**config.mk**
```make
export PLATFORM = sky130hd
export DESIGN_NAME = entry_link_seq
export DESIGN_NICKNAME = d
export VERILOG_FILES = /design/src/rtl/entry_link_pkg.sv /design/src/rtl/entry_link_arb.sv /design/src/rtl/entry_link_ctrl.sv /design/src/rtl/entry_link_memif.sv /design/src/rtl/entry_link_pc.sv /design/src/rtl/entry_link_seq.sv
export SDC_FILE = /design/constraint.sdc
export NUM_CORES = 1
export LEC_CHECK = 0
export ABC_AREA = 1
export BUFFER_PORTS_ARGS = -buffer_cell sky130_fd_sc_hd__buf_2
export CELL_PAD_IN_SITES_DETAIL_PLACEMENT = 1
export CELL_PAD_IN_SITES_GLOBAL_PLACEMENT = 1
export CORE_ASPECT_RATIO = 1.1
export CORE_MARGIN = 2
export CORE_UTILIZATION = 37
export CTS_CLUSTER_DIAMETER = 150
export DETAILED_ROUTE_END_ITERATION = 8
export PLACE_DENSITY = 0.92
export SYNTH_ARGS = -nofsm -noshare
export SYNTH_HDL_FRONTEND = slang
export SYNTH_HIERARCHICAL = 1
export SYNTH_SLANG_ARGS = --single-unit
```
**constraint.sdc**
```tcl
create_clock -name clk -period 4.2 [get_ports clk]
set_clock_uncertainty 0.15 [all_clocks]
set_input_delay 0.42 -clock clk [delete_from_list [all_inputs] [get_ports clk]]
set_output_delay 0.42 -clock clk [all_outputs]
set_load 0.05 [all_outputs]
```
**src/rtl/entry_link_pkg.sv**
```systemverilog
package entry_link_pkg;

    localparam int unsigned LINK_AW = 16;
    localparam int unsigned LINK_DW = LINK_AW;

    typedef logic [LINK_AW-1:0] link_addr_t;
    typedef logic [LINK_DW-1:0] link_word_t;

    typedef enum logic {
        OP_CALL = 1'b0,
        OP_RET  = 1'b1
    } link_op_e;

    typedef enum logic [1:0] {
        LS_IDLE  = 2'd0,
        LS_WRITE = 2'd1,
        LS_READ  = 2'd2
    } lseq_state_e;

    typedef struct packed {
        link_op_e   op;
        link_addr_t entry;
        link_word_t link;
    } link_req_t;

    typedef struct packed {
        logic       req;
        logic       we;
        link_addr_t addr;
        link_word_t wdata;
    } mem_cmd_t;

    function automatic link_addr_t body_start(input link_addr_t entry);
        return entry + link_addr_t'(1);
    endfunction

endpackage

```
**src/rtl/entry_link_arb.sv**
```systemverilog
module entry_link_arb
    import entry_link_pkg::*;
(
    input  logic       idle,
    input  logic       call_valid,
    input  link_addr_t call_entry,
    input  link_word_t call_link,
    input  logic       ret_valid,
    input  link_addr_t ret_entry,
    output logic       grant,
    output link_req_t  granted
);
    always_comb begin
        grant   = idle & (call_valid | ret_valid);
        granted = '0;
        if (call_valid) begin
            granted.op    = OP_CALL;
            granted.entry = call_entry;
            granted.link  = call_link;
        end else begin
            granted.op    = OP_RET;
            granted.entry = ret_entry;
            granted.link  = '0;
        end
    end
endmodule

```
**src/rtl/entry_link_ctrl.sv**
```systemverilog
module entry_link_ctrl
    import entry_link_pkg::*;
(
    input  logic        clk,
    input  logic        rst,
    input  logic        grant,
    input  link_req_t   granted,
    input  logic        mem_ready,
    output lseq_state_e state,
    output link_req_t   active,
    output logic        call_fin,
    output logic        ret_fin
);
    lseq_state_e state_q, state_d;
    link_req_t    active_q, active_d;

    always_comb begin
        state_d  = state_q;
        active_d = active_q;
        unique case (state_q)
            LS_IDLE: begin
                if (grant) begin
                    active_d = granted;
                    state_d  = (granted.op == OP_CALL) ? LS_WRITE : LS_READ;
                end
            end
            LS_WRITE: if (mem_ready) state_d = LS_IDLE;
            LS_READ:  if (mem_ready) state_d = LS_IDLE;
            default:  state_d = LS_IDLE;
        endcase
    end

    always_ff @(posedge clk) begin
        if (rst) begin
            state_q  <= LS_IDLE;
            active_q <= '0;
        end else begin
            state_q  <= state_d;
            active_q <= active_d;
        end
    end

    assign state    = state_q;
    assign active   = active_q;
    assign call_fin = (state_q == LS_WRITE) && mem_ready;
    assign ret_fin  = (state_q == LS_READ) && mem_ready;

    AST_FIN_EXCLUSIVE: assert property (@(posedge clk) disable iff (rst)
        !(call_fin && ret_fin));
    AST_GRANT_HOLDS_REQ: assert property (@(posedge clk) disable iff (rst)
        (grant && state_q == LS_IDLE) |=> (active_q.entry == $past(granted.entry)));
endmodule

```
**src/rtl/entry_link_memif.sv**
```systemverilog
module entry_link_memif
    import entry_link_pkg::*;
(
    input  lseq_state_e state,
    input  link_req_t   active,
    output mem_cmd_t    cmd
);
    always_comb begin
        cmd = '0;
        unique case (state)
            LS_WRITE: begin
                cmd.req   = 1'b1;
                cmd.we    = 1'b1;
                cmd.addr  = active.entry;
                cmd.wdata = active.link;
            end
            LS_READ: begin
                cmd.req   = 1'b1;
                cmd.we    = 1'b0;
                cmd.addr  = active.entry;
            end
            default: cmd = '0;
        endcase
    end
endmodule

```
**src/rtl/entry_link_pc.sv**
```systemverilog
module entry_link_pc
    import entry_link_pkg::*;
#(
    parameter link_addr_t RESET_PC = '0
) (
    input  logic       clk,
    input  logic       rst,
    input  logic       call_fin,
    input  logic       ret_fin,
    input  link_addr_t entry,
    input  link_word_t rdata,
    output link_addr_t pc,
    output logic       done
);
    link_addr_t pc_q;
    logic       done_q;

    always_ff @(posedge clk) begin
        if (rst) begin
            pc_q   <= RESET_PC;
            done_q <= 1'b0;
        end else begin
            done_q <= call_fin | ret_fin;
            if (call_fin) begin
                pc_q <= body_start(entry);
            end else if (ret_fin) begin
                pc_q <= rdata;
            end
        end
    end

    assign pc   = pc_q;
    assign done = done_q;

    AST_DONE_SINGLE: assert property (@(posedge clk) disable iff (rst)
        done_q |=> !done_q);
    AST_PC_ONLY_ON_DONE: assert property (@(posedge clk) disable iff (rst)
        !done_q |-> (pc_q == $past(pc_q)));
endmodule

```
**src/rtl/entry_link_seq.sv**
```systemverilog
module entry_link_seq
    import entry_link_pkg::*;
#(
    parameter logic [15:0] RESET_PC = 16'h0000
) (
    input  logic        clk,
    input  logic        rst,
    input  logic        call_valid,
    input  logic [15:0] call_entry,
    input  logic [15:0] call_link,
    input  logic        ret_valid,
    input  logic [15:0] ret_entry,
    output logic        busy,
    output logic        mem_req,
    output logic        mem_we,
    output logic [15:0] mem_addr,
    output logic [15:0] mem_wdata,
    input  logic [15:0] mem_rdata,
    input  logic        mem_ready,
    output logic [15:0] next_pc,
    output logic        done
);
    lseq_state_e state;
    link_req_t   active;
    link_req_t   granted;
    mem_cmd_t    cmd;
    logic        grant;
    logic        call_fin;
    logic        ret_fin;

    entry_link_arb u_arb (
        .idle       (state == LS_IDLE),
        .call_valid (call_valid),
        .call_entry (call_entry),
        .call_link  (call_link),
        .ret_valid  (ret_valid),
        .ret_entry  (ret_entry),
        .grant      (grant),
        .granted    (granted)
    );

    entry_link_ctrl u_ctrl (
        .clk       (clk),
        .rst       (rst),
        .grant     (grant),
        .granted   (granted),
        .mem_ready (mem_ready),
        .state     (state),
        .active    (active),
        .call_fin  (call_fin),
        .ret_fin   (ret_fin)
    );

    entry_link_memif u_memif (
        .state  (state),
        .active (active),
        .cmd    (cmd)
    );

    entry_link_pc #(.RESET_PC(RESET_PC)) u_pc (
        .clk      (clk),
        .rst      (rst),
        .call_fin (call_fin),
        .ret_fin  (ret_fin),
        .entry    (active.entry),
        .rdata    (mem_rdata),
        .pc       (next_pc),
        .done     (done)
    );

    assign busy      = (state != LS_IDLE);
    assign mem_req   = cmd.req;
    assign mem_we    = cmd.we;
    assign mem_addr  = cmd.addr;
    assign mem_wdata = cmd.wdata;

    AST_STALL_STABLE: assert property (@(posedge clk) disable iff (rst)
        (mem_req && !mem_ready) |=> (mem_req && $stable(mem_addr) && $stable(mem_we) && $stable(mem_wdata)));
    AST_IDLE_NO_MEM: assert property (@(posedge clk) disable iff (rst)
        !busy |-> !mem_req);
    AST_CALL_WINS: assert property (@(posedge clk) disable iff (rst)
        (!busy && call_valid && ret_valid) |=> (mem_req && mem_we && mem_addr == $past(call_entry)));
    AST_CALL_PC: assert property (@(posedge clk) disable iff (rst)
        (mem_req && mem_we && mem_ready) |=> (done && next_pc == 16'($past(mem_addr) + 16'd1)));
    AST_RET_PC: assert property (@(posedge clk) disable iff (rst)
        (mem_req && !mem_we && mem_ready) |=> (done && next_pc == $past(mem_rdata)));
    AST_WRITE_DATA: assert property (@(posedge clk) disable iff (rst)
        (!busy && call_valid) |=> (mem_wdata == $past(call_link)));
endmodule

```
* Word-level counts from Yosys, hierarchy flattened *
Index checks and enable logic that the tools add are counted.

storage, ports and cells
  bits in registers = 51
  output and inout bits = 52
  logic and storage cells = 30
  bits of input ports = 69

operators by class
  muxes and demuxes = 9
  eq/ne operators = 4
  add/sub/neg operators = 1
  bitwise operators = 3
  reductions and logical operators = 8

operator list
  operator               count
  $mux 16                3
  $pmux 18 s2            1
  $mux 33                1
  $add 16x1->16 const B  1
  $mux 2                 3
  $pmux 2 s2             1
  $reduce_and 2->1       2
  $reduce_bool 2->1      2
  $eq 2x1->1 const B     1
  $eq 2x2->1 const B     1
  $logic_and 1x1->1      2
  $logic_not 2->1        1
  $ne 2x1->1 const B     1
  $ne 2x2->1 const B     1
  $or 1x1->1             2
  $reduce_or 2->1        1
  $and 1x1->1            1

* Depth between registers and ports, before layout *
  word-level depth = 4
  mapped depth = 11
  gate-level depth less buffers = 11

* Cells and area by module *
Netlist, hierarchy kept.

modules (own cells, without submodules)
  module            area each (um2)  times used  cells an instance  seq. area each (um2)
  entry_link_ctrl   1,527.7          1           168                700.7
  entry_link_pc     1,137.3          1           174                340.3
  entry_link_arb    382.9            1           89                 0.0
  entry_link_memif  350.3            1           75                 0.0
  entry_link_seq    15.0             1           4                  0.0

* Worst setup path before layout *
No wires, ideal clock.

  path kind = flip-flop to output port
  start point = reg u_ctrl.state_q[0] (netlist: u_ctrl/state[0])
  end point = out mem_addr[0]
  slack = 1.793 ns
  required time = 3.630 ns
  stages on the path, launching flop included = 7
  path buffers = 1
  data arrival time = 1.837 ns
  cell sequence = dfxtp_1 -> inv_1 -> ha_1 -> inv_2 -> buf_4 -> nand2_1 -> nor2_1

between the ends
  word-level cells in the longest chain between the ends = 2
  elaborated cells between the ends (all ways) = 3
  those cells by class = 2 x eq/ne; 1 x mux

ends and longest elaborated chain
  what                                      line                    text
  from (decl)                               entry_link_ctrl.sv:14   lseq_state_e state_q, state_d;
  from (signal assigned)                    entry_link_ctrl.sv:38   state_q <= state_d;
  $eq 2x2->1 or $eq 2x1->1 (tied branches)  entry_link_memif.sv:10  unique case (state)
  $pmux 18 s2 *                             entry_link_memif.sv:10
  to (decl)                                 entry_link_seq.sv:16    output logic [15:0] mem_addr,

Mark *: on every way between the ends. The rest lies on a longest branch, timed or not.

* Worst setup path in the final report *
  start point = reg u_ctrl.state_q[0] (netlist: u_ctrl/state[0])
  end point = out mem_addr[3]

The elaborated chain is that of the path after synthesis.

==> key figures <==
Run status
  – Outcome: finished clean

Setup path
  – Critical path's slowest cell: ha_1
  – Data required, critical path: 3630 ps
  – Worst r2r dst: u_pc/pc[5]
  – R2r worst-path depth: 9
  – Largest stage delay, worst path: approximately 740 ps
  – R2r startpoint: u_ctrl/state[1]
  – Family with the most delay on the worst path: adder cells
  – Critical-path cell list: ha_1 -> nor2_8 -> nor2_1 -> buf_2
  – Worst Path Arrival: 2140 ps
  – Setup Crit Path Kind: flip-flop to output port
  – Reg2Reg Setup Slack: 1970 ps
  – Crit path max fanout: 17
  – Critical Path Source Type: flip-flop
  – Setup crit end kind: output port
  – WP buf/inv: 1

CTS
  – Post-CTS sizing: 0
  – Worst skew pair latency: between 300 and 400 ps
  – CTS buffer count: 5
  – Num Clock Sinks: around 50
  – CTS tree: done
  – Root Buffer: clkbuf_8
  – Htree depth: 2
  – Clock Tree Buf Depth: 2
  – Clock transition at path regs: 100 ps
  – Setup bufs post-CTS: 0
  – Cts hold-fix bufs: 0

Routing
  – Wire length per cell: 13.4 µm
  – Mean number of vias per cell: around 4.7
  – Via count: 3399
  – Initial DRT Pass Iterations: 4
  – Starting DRC count in detailed routing: 98
  – Final ANT Viol Nets: 0
  – Drt total wl: 9740 µm
  – DRC violations left: 0

Die
  – # IOs: ~120
  – Initial Util: around two fifths
  – Die X-Extent: approximately 95 µm
  – Core ar.: around 8900 µm²
  – Die area: roughly 9900 µm²
  – Die H: between 100 and 150 µm
  – Cell Rows: 36

Hold path
  – Hold Path Class: primary input to flip-flop
  – Hold path depth: 5
  – Hold EP: u_pc/pc[1]
  – Hold_sp: mem_rdata[1]

STA
  – Setup TNS: 0 ps
  – Worst-margin pin slew: between 800 and 900 ps
  – Final-report hold violation count: 0
  – Final setup fails: 0
  – Period utilization: 64.5%
  – RSZ-0062 raised after global routing: false
  – Pins Over Slew Limit: 0
  – F_max: between 0.3 and 0.4 GHz
  – Worst relative slew slack: a little under half
  – Min cycle time layout: around 2700 ps
  – WHS: roughly 260 ps

Placement
  – PortBufs: between 100 and 150
  – Placer Congestion: ~0.84
  – Detailed Place HPWL: 7550 µm
  – Placed Cells: slightly above 700

Global routing
  – Antenna violations before repair: 0
  – GRT Total Usage: 20.2%
  – Number of global-route vias before repair: roughly 3500
  – Total gr overflow: 0
  – Largest net degree at the start of global routing: 45
  – First-pass GRT wire length: roughly 16000 µm

Final layout
  – Synthesis-to-layout area growth: 19.3%
  – Share of post-route cells with drive strength above 1: between 30% and 40%
  – Final net count: a little under 700
  – Layout Cells excl Fill: ~730
  – Post-Route Utilization: 45.5%
  – Antenna diodes: 0

Synthesis
  – Post-synthesis cell count: a little over 500
  – Syn. warnings: 6
  – Average size of a mapped cell: roughly 6.7 µm²
  – Syn_nets: between 500 and 600
  – Syn Std Cell Area: 3380 µm²

Run
  – Max Cap Violations: 0

Power
  – Overall power: between 1500 and 2000 µW
  – Max IR drop VDD: between 100 and 150 µV
  – Power Dens Cells: about 390 nW/µm²
  – Leakage: 0.00213 µW
[registers in the layout, summed over array words and instances (netlist names)]
register	flops
u_ctrl/active	32
u_ctrl/state	2
u_pc/pc	16
u_pc/done	1
[layout by cell type, fill, tap and decap left out, drive strengths merged, types with 2 or more instances in the layout]
| master | count |
|---|---|
| nand2 | 235 |
| o221a | 4 |
| dfxtp | 51 |
| nand4 | 4 |
| buf | 122 |
| a21oi | 46 |
| inv | 67 |
| clkinv | 2 |
| nand3 | 15 |
| xor2 | 5 |
| nor2 | 37 |
| o221ai | 2 |
| clkbuf | 5 |
| ha | 7 |
| o21ai | 7 |
[layout make-up]
| cell class | instances | area (µm²) |
|---|---|---|
| Clock inverter | 3 | 46.3 |
| Clock buffer | 5 | 68.8 |
| Inverter | 68 | 268 |
| Timing Repair Buffer | 122 | 616 |
| Tap cell | 114 | 143 |
| Fill cell | 1223 | 4830 |
| Multi-Input combinational cell | 364 | 1880 |
| Sequential cell | 51 | 1020 |
[worst min-delay path, cell delays in order]
cell and delay, ps:
buf_2 70, nand2_1 50, nand3_1 70, nand2_1 50, inv_1 40
[metal layers]
layer  GRT usage (%)  vias up  share of wire (%)
li1                -     1749                  -
met1            24.9     1528                 44
met2            35.0      101                 49
met3            3.12       21                4.5
met4            6.63        0                2.4
met5               0        -                  0
[where the power goes]
part           internal (µW)  total, µW  switching, µW  leakage, µW
clock                    180        357            178    0.0000548
sequential               548        614           66.0     0.000417
combinational            172        612            440      0.00166
total                    900       1580            683      0.00213
[stage by stage]
step	instance area, µm²	setup slack, ps
after floorplan	3380	1790
after global placement	3920	1890
after detailed placement	3920	1800
after CTS	4040	1480
after global routing	4040	1380
final	4040	1490
[how the worst max path moves through the flow]
stage	startpoint	endpoint	slack [ps]	cells after the start
2_1_floorplan	u_ctrl/state[0]	mem_addr[0]	1790	6
3_3_place_gp	call_valid	u_ctrl/active[20]	1890	7
3_5_place_dp	call_valid	u_ctrl/active[21]	1800	7
4_1_cts	u_ctrl/state[0]	mem_addr[12]	1480	4
5_1_grt	u_ctrl/state[0]	mem_addr[13]	1380	4
6_report	u_ctrl/state[0]	mem_addr[3]	1490	4
(Power assumes the default switching activity.)
